<file path="src/rtl/fpmd_pkg.sv">
package fpmd_pkg;

  localparam int EXP_W  = 8;
  localparam int FRAC_W = 23;
  localparam int SIG_W  = FRAC_W + 1;
  localparam int BIAS   = 127;

  // Repack a sign, a wide signed biased exponent and a fraction,
  // saturating to infinity or flushing to zero at the range ends.
  function automatic logic [31:0] pack_sat(input logic s,
                                           input logic signed [11:0] e,
                                           input logic [FRAC_W-1:0] f);
    if (e >= 12'sd255)
      return {s, 8'hFF, {FRAC_W{1'b0}}};
    else if (e <= 12'sd0)
      return {s, 31'b0};
    else
      return {s, e[EXP_W-1:0], f};
  endfunction

  function automatic logic [31:0] signed_zero(input logic s);
    return {s, 31'b0};
  endfunction

  function automatic logic [31:0] signed_inf(input logic s);
    return {s, 8'hFF, {FRAC_W{1'b0}}};
  endfunction

endpackage

</file>
<file path="src/rtl/fpmd_sigdiv.sv">
module fpmd_sigdiv #(
  parameter int QFRAC = 24
) (
  input  logic             clk,
  input  logic             rst_n,
  input  logic             load,
  input  logic [23:0]      dividend,
  input  logic [23:0]      divisor,
  output logic [QFRAC:0]   quot,
  output logic             last
);
  localparam int CW = $clog2(QFRAC + 1);

  logic [24:0]   rem;
  logic [23:0]   dvsr;
  logic [CW-1:0] cnt;
  logic          act;
  logic          qbit;
  logic [24:0]   rem_sub;

  assign qbit    = (rem >= {1'b0, dvsr});
  assign rem_sub = qbit ? (rem - {1'b0, dvsr}) : rem;
  assign last    = act && (cnt == '0);

  always_ff @(posedge clk or negedge rst_n) begin
    if (!rst_n) begin
      rem  <= '0;
      dvsr <= '0;
      cnt  <= '0;
      act  <= 1'b0;
      quot <= '0;
    end else if (load) begin
      rem  <= {1'b0, dividend};
      dvsr <= divisor;
      cnt  <= CW'(QFRAC);
      act  <= 1'b1;
      quot <= '0;
    end else if (act) begin
      quot <= {quot[QFRAC-1:0], qbit};
      rem  <= {rem_sub[23:0], 1'b0};
      if (cnt == '0) act <= 1'b0;
      else           cnt <= cnt - 1'b1;
    end
  end

  // the partial remainder stays below twice the divisor, so each step yields one bit
  rem_bound_chk: assert property (@(posedge clk) disable iff (!rst_n)
    (act && dvsr != '0) |-> (rem < {dvsr, 1'b0}));

endmodule

</file>
<file path="src/rtl/fpmd_pack.sv">
module fpmd_pack
  import fpmd_pkg::*;
#(
  parameter int QFRAC = 24
) (
  input  logic               is_div,
  input  logic               sign,
  input  logic [7:0]         ea,
  input  logic [7:0]         eb,
  input  logic [23:0]        ma,
  input  logic [23:0]        mb,
  input  logic [QFRAC:0]     quot,
  input  logic               a_zero,
  input  logic               b_zero,
  output logic [31:0]        word,
  output logic               dz
);
  logic [47:0]        prod;
  logic               mul_hi;
  logic [22:0]        mul_frac;
  logic signed [11:0] mul_exp;
  logic               q_low;
  logic [QFRAC:0]     qn;
  logic [22:0]        div_frac;
  logic signed [11:0] div_exp;

  assign prod     = {24'b0, ma} * {24'b0, mb};
  assign mul_hi   = prod[47];
  assign mul_frac = mul_hi ? prod[46:24] : prod[45:23];
  assign mul_exp  = $signed({4'b0, ea}) + $signed({4'b0, eb}) - 12'sd127
                    + $signed({11'b0, mul_hi});

  assign q_low   = !quot[QFRAC];
  assign qn      = q_low ? {quot[QFRAC-1:0], 1'b0} : quot;
  assign div_exp = $signed({4'b0, ea}) - $signed({4'b0, eb}) + 12'sd127
                   - $signed({11'b0, q_low});

  generate
    if (QFRAC >= 23) begin : g_wide
      assign div_frac = qn[QFRAC-1 -: 23];
    end else begin : g_narrow
      assign div_frac = {qn[QFRAC-1:0], {(23-QFRAC){1'b0}}};
    end
  endgenerate

  always_comb begin
    dz = 1'b0;
    if (is_div) begin
      if (b_zero) begin
        word = signed_inf(sign);
        dz   = 1'b1;
      end else if (a_zero) begin
        word = signed_zero(sign);
      end else begin
        word = pack_sat(sign, div_exp, div_frac);
      end
    end else if (a_zero || b_zero) begin
      word = signed_zero(sign);
    end else begin
      word = pack_sat(sign, mul_exp, mul_frac);
    end
  end

endmodule

</file>
<file path="src/rtl/fpmd_unit.sv">
module fpmd_unit #(
  parameter int QFRAC = 24
) (
  input  logic        clk,
  input  logic        rst_n,
  input  logic        start,
  input  logic        op_div,
  input  logic [31:0] a,
  input  logic [31:0] b,
  output logic        busy,
  output logic        done,
  output logic [31:0] result,
  output logic        div_by_zero
);
  typedef enum logic [1:0] {S_IDLE, S_RUN, S_PACK} state_t;

  state_t         state;
  logic           sign_q, div_q, az_q, bz_q;
  logic [7:0]     ea_q, eb_q;
  logic [22:0]    fa_q, fb_q;
  logic           accept;
  logic           dv_load, dv_last;
  logic [QFRAC:0] quot;
  logic [31:0]    pk_word;
  logic           pk_dz;

  assign busy    = (state != S_IDLE);
  assign accept  = (state == S_IDLE) && start;
  assign dv_load = accept && op_div;

  fpmd_sigdiv #(.QFRAC(QFRAC)) u_div (
    .clk      (clk),
    .rst_n    (rst_n),
    .load     (dv_load),
    .dividend ({1'b1, a[22:0]}),
    .divisor  ({(b[30:23] != 8'h00), b[22:0]}),
    .quot     (quot),
    .last     (dv_last)
  );

  fpmd_pack #(.QFRAC(QFRAC)) u_pack (
    .is_div (div_q),
    .sign   (sign_q),
    .ea     (ea_q),
    .eb     (eb_q),
    .ma     ({1'b1, fa_q}),
    .mb     ({1'b1, fb_q}),
    .quot   (quot),
    .a_zero (az_q),
    .b_zero (bz_q),
    .word   (pk_word),
    .dz     (pk_dz)
  );

  always_ff @(posedge clk or negedge rst_n) begin
    if (!rst_n) begin
      state       <= S_IDLE;
      sign_q      <= 1'b0;
      div_q       <= 1'b0;
      az_q        <= 1'b0;
      bz_q        <= 1'b0;
      ea_q        <= '0;
      eb_q        <= '0;
      fa_q        <= '0;
      fb_q        <= '0;
      done        <= 1'b0;
      result      <= '0;
      div_by_zero <= 1'b0;
    end else begin
      done <= 1'b0;
      case (state)
        S_IDLE: if (accept) begin
          sign_q <= a[31] ^ b[31];
          div_q  <= op_div;
          ea_q   <= a[30:23];
          eb_q   <= b[30:23];
          fa_q   <= a[22:0];
          fb_q   <= b[22:0];
          az_q   <= (a[30:23] == 8'h00);
          bz_q   <= (b[30:23] == 8'h00);
          state  <= S_RUN;
        end
        S_RUN: if (!div_q) begin
          result      <= pk_word;
          div_by_zero <= pk_dz;
          done        <= 1'b1;
          state       <= S_IDLE;
        end else if (dv_last) begin
          state <= S_PACK;
        end
        default: begin
          result      <= pk_word;
          div_by_zero <= pk_dz;
          done        <= 1'b1;
          state       <= S_IDLE;
        end
      endcase
    end
  end


  sign_capture_chk: assert property (@(posedge clk) disable iff (!rst_n)
    (start && !busy) |=> (sign_q == ($past(a[31]) ^ $past(b[31]))));


  result_sign_chk: assert property (@(posedge clk) disable iff (!rst_n)
    done |-> (result[31] == sign_q));


  done_pulse_chk: assert property (@(posedge clk) disable iff (!rst_n)
    done |=> !done);


  done_idle_chk: assert property (@(posedge clk) disable iff (!rst_n)
    done |-> !busy);


  busy_hold_chk: assert property (@(posedge clk) disable iff (!rst_n)
    (busy && start) |=> ($stable(ea_q) && $stable(eb_q) && $stable(div_q)));


  quot_range_chk: assert property (@(posedge clk) disable iff (!rst_n)
    (state == S_PACK && !az_q && !bz_q) |-> (quot[QFRAC] || quot[QFRAC-1]));


  dz_inf_chk: assert property (@(posedge clk) disable iff (!rst_n)
    div_by_zero |-> (result[30:0] == 31'h7F800000));


  inf_clean_chk: assert property (@(posedge clk) disable iff (!rst_n)
    (done && result[30:23] == 8'hFF) |-> (result[22:0] == 23'h0));


  zero_clean_chk: assert property (@(posedge clk) disable iff (!rst_n)
    (done && result[30:23] == 8'h00) |-> (result[22:0] == 23'h0));

endmodule

</file>
<file path="config.mk">
export PLATFORM = sky130hd
export DESIGN_NAME = fpmd_unit
export DESIGN_NICKNAME = d
export VERILOG_FILES = /design/src/rtl/fpmd_pkg.sv /design/src/rtl/fpmd_sigdiv.sv /design/src/rtl/fpmd_pack.sv /design/src/rtl/fpmd_unit.sv
export SDC_FILE = /design/constraint.sdc
export NUM_CORES = 2
export LEC_CHECK = 0
export ABC_AREA = 1
export BUFFER_PORTS_ARGS = -buffer_cell sky130_fd_sc_hd__buf_4
export CAP_MARGIN = 0
export CORE_UTILIZATION = 43
export CTS_CLUSTER_DIAMETER = 50
export DETAILED_ROUTE_END_ITERATION = 8
export GPL_ROUTABILITY_DRIVEN = 1
export PLACE_DENSITY_LB_ADDON = 0.1
export SYNTH_ARGS = -nofsm -noshare
export SYNTH_HDL_FRONTEND = slang
export SYNTH_HIERARCHICAL = 1
export SYNTH_SLANG_ARGS = --single-unit
</file>
<file path="constraint.sdc">
create_clock -name clk -period 12 [get_ports clk]
set_input_delay 1.2 -clock clk [delete_from_list [all_inputs] [get_ports clk]]
set_output_delay 1.2 -clock clk [all_outputs]
set_load 0.05 [all_outputs]
</file>
==> results.ini <==
[run_status]
status=complete, no violations

[setup_path]
crit_top_cell=nand2_1
end_kind=register
cp_max_fo=25
start_kind=register
arrival_ps=9630
critical_path_class=register to register
cpPeakStageDelay_ps=1140
cp_slowest_cell=dfrtp_1
crit_required_ps=12330

[place]
hpwl_um=74200
gp_congestion=0.924
place_inst=5302
dpl_cell_area_um2=33300
numPortBuffers=102

[yosys]
synth_area_um2=31600
yosys.area_share.simple_pct=23.2
synth_compound_area_share_pct=6.19
ys.warnings.count=6
ys_seq_area_share_pct=14.4
synth_edf_count=0
syn_inst=4334
ys_seq_elements=182
syn_avg_cell_area_um2=7.30
synth_top_family_by_area=adder cells
synthAdderAreaFrac_pct=39.7
synth_xor_area_share_pct=1.05
synthFlopType=dfrtp_1
async_flop_share_pct=100
synth.area.mux_share_pct=0
ys_types=52

[detailed_routing]
dr.pass1.iters=6
antenna_left=0
drt_wl_total_um=95000
vias=26369
drc_errors=0
wl_per_cell_um=17.8
drt-initial-drc-count=1592
vias_per_cell=4.94

[clock_network]
hold_buffers=0
clockBufferDepth=2
cts_buffers=17
h-tree-depth=4
path_clk_slew_ps=80
cts_resized=0
clock_latency_ps=480
root_buffer=clkbuf_16
tritoncts=yes
cts_sinks=182
post-cts-setup-buffers=0

[cells_and_area]
final_layout_size_suffix_gt1_share_pct=6.15
fillers=7650
fin_cells=5334
antenna_cells=0
multiInputGateArea_um2=22300
syn_to_final_growth_pct=7.27
nets=5144
fin_area_um2=33900
seqCellArea_um2=4550

[grt]
grt_max_degree=76
overflow=0
track_usage_pct=26.5
antenna_found_initial=0
grt_pass1_vias=27369
grt_pass1_wl_um=153000

[timing]
tns_ps=0
max_freq_ghz=0.108
rsz0062_at_grt=no
clock_skew_ps=8.23
setup_viol=0
min_period_ps=9300
slew_violations=0
tightest_slew_ps=1190
hold_viol=0
timing.final.crit_share_pct=77.5
max_slew_margin_pct=20.5

[floorplanning]
initial_core_util_pct=43.4
die_y_um=273
rows=99
io_pins=103
die-area_um2=74700
dieWidth_um=273
design.core.area_um2=72800

[flow_run]
max_cap_violations=0

[worst_hold_path]
min_path_type=register to register

==> sequential cells by signal, indices dropped and copies added, names as in the netlist <==
signal and count:
div_q 1, sign_q 1, ea_q 8, eb_q 8, fb_q 23, u_div/quot 25, fa_q 23, div_by_zero 1
state 2, u_div/cnt 5, u_div/rem 25, result 32, az_q 1, bz_q 1, u_div/act 1, done 1
u_div/dvsr 24
==> kinds of logic after synthesis <==
group | count (synthesis)
xor+xnor | 38
other cells | 1
buf+inv | 1264
fa+ha+maj | 714
flops | 182
compound gates | 337
simple gates | 1798
==> metrics by stage <==
step | setup slack [ps] | utilization, % | hold WS [ps]
floorplan | 4050 | - | 446
global placement | 2770 | 45.8 | 463
detailed placement | 2750 | 45.8 | 466
CTS | 2730 | 46.6 | 488
global route | 1940 | 46.6 | 512
finish | 2700 | 46.6 | 480
==> routing by layer <==
metal,up-vias,track usage [%],routed length [um]
li1,12723,-,-
met5,-,0,0
met4,0,7.53,2470
met3,107,1.96,3430
met1,12980,35.5,43100
met2,559,45.9,46000
==> synthesized netlist by cell type (all sizes together) (20+ instances only) <==
| master | n | area, um2 |
|---|---|---|
| o22ai | 23 | 144 |
| buf | 32 | 239 |
| a22oi | 20 | 150 |
| xor2 | 22 | 193 |
| inv | 1111 | 4170 |
| nor2 | 217 | 870 |
| ha | 229 | 2870 |
| o21ai | 137 | 761 |
| a21oi | 116 | 599 |
| nand2 | 1349 | 5150 |
| fa | 485 | 9710 |
| nand3 | 153 | 833 |
| clkbuf | 120 | 450 |
| dfrtp | 182 | 4550 |
| nand4 | 42 | 263 |
==> final cells by class <==
class	count	share of cell area, %
Clock buffer	17	1.25
Timing Repair Buffer	149	3.31
Inverter	1112	12.3
Sequential cell	182	13.4
Multi-Input combinational cell	2900	65.6
Tap cell	959	3.54
Clock inverter	15	0.546
==> path summary, 6_finish.rpt <==
path                               start  depth (start not counted)  slack [ps]          to
worst min register to register   eb_q[7]                          2         480     eb_q[7]
worst min-delay path             eb_q[7]                          2         480     eb_q[7]
worst max-delay path            fa_q[15]                         37        2700  result[13]
max in group asynchronous          rst_n                          3        9160    fb_q[13]
min in group asynchronous          rst_n                          1         700  result[10]
worst max register to register  fa_q[15]                         37        2700  result[13]
==> cell usage in the layout, fill, tap and decap left out, types with 18 or more instances in the layout <==
| master | n |
|---|---|
| a22oi_1 | 20 |
| nand4_1 | 42 |
| fa_1 | 485 |
| nand2_1 | 1327 |
| nor2_1 | 199 |
| ha_1 | 229 |
| a21oi_1 | 113 |
| nand3_1 | 144 |
| o21ai_0 | 105 |
| inv_1 | 1098 |
| xor2_1 | 22 |
| o22ai_1 | 23 |
| buf_4 | 148 |
| o21bai_1 | 18 |
| dfrtp_1 | 182 |
==> critical path: cells and delay by family, from the launching register on <==
kind	cells	cell delay [ps]
compound gates	4	530
fa+ha+maj	10	4710
buf+inv	5	300
flops	1	1140
simple gates	18	2430
Power is not shown: default switching activity piles up to over one toggle a cycle in this logic, so the estimate is an artifact.
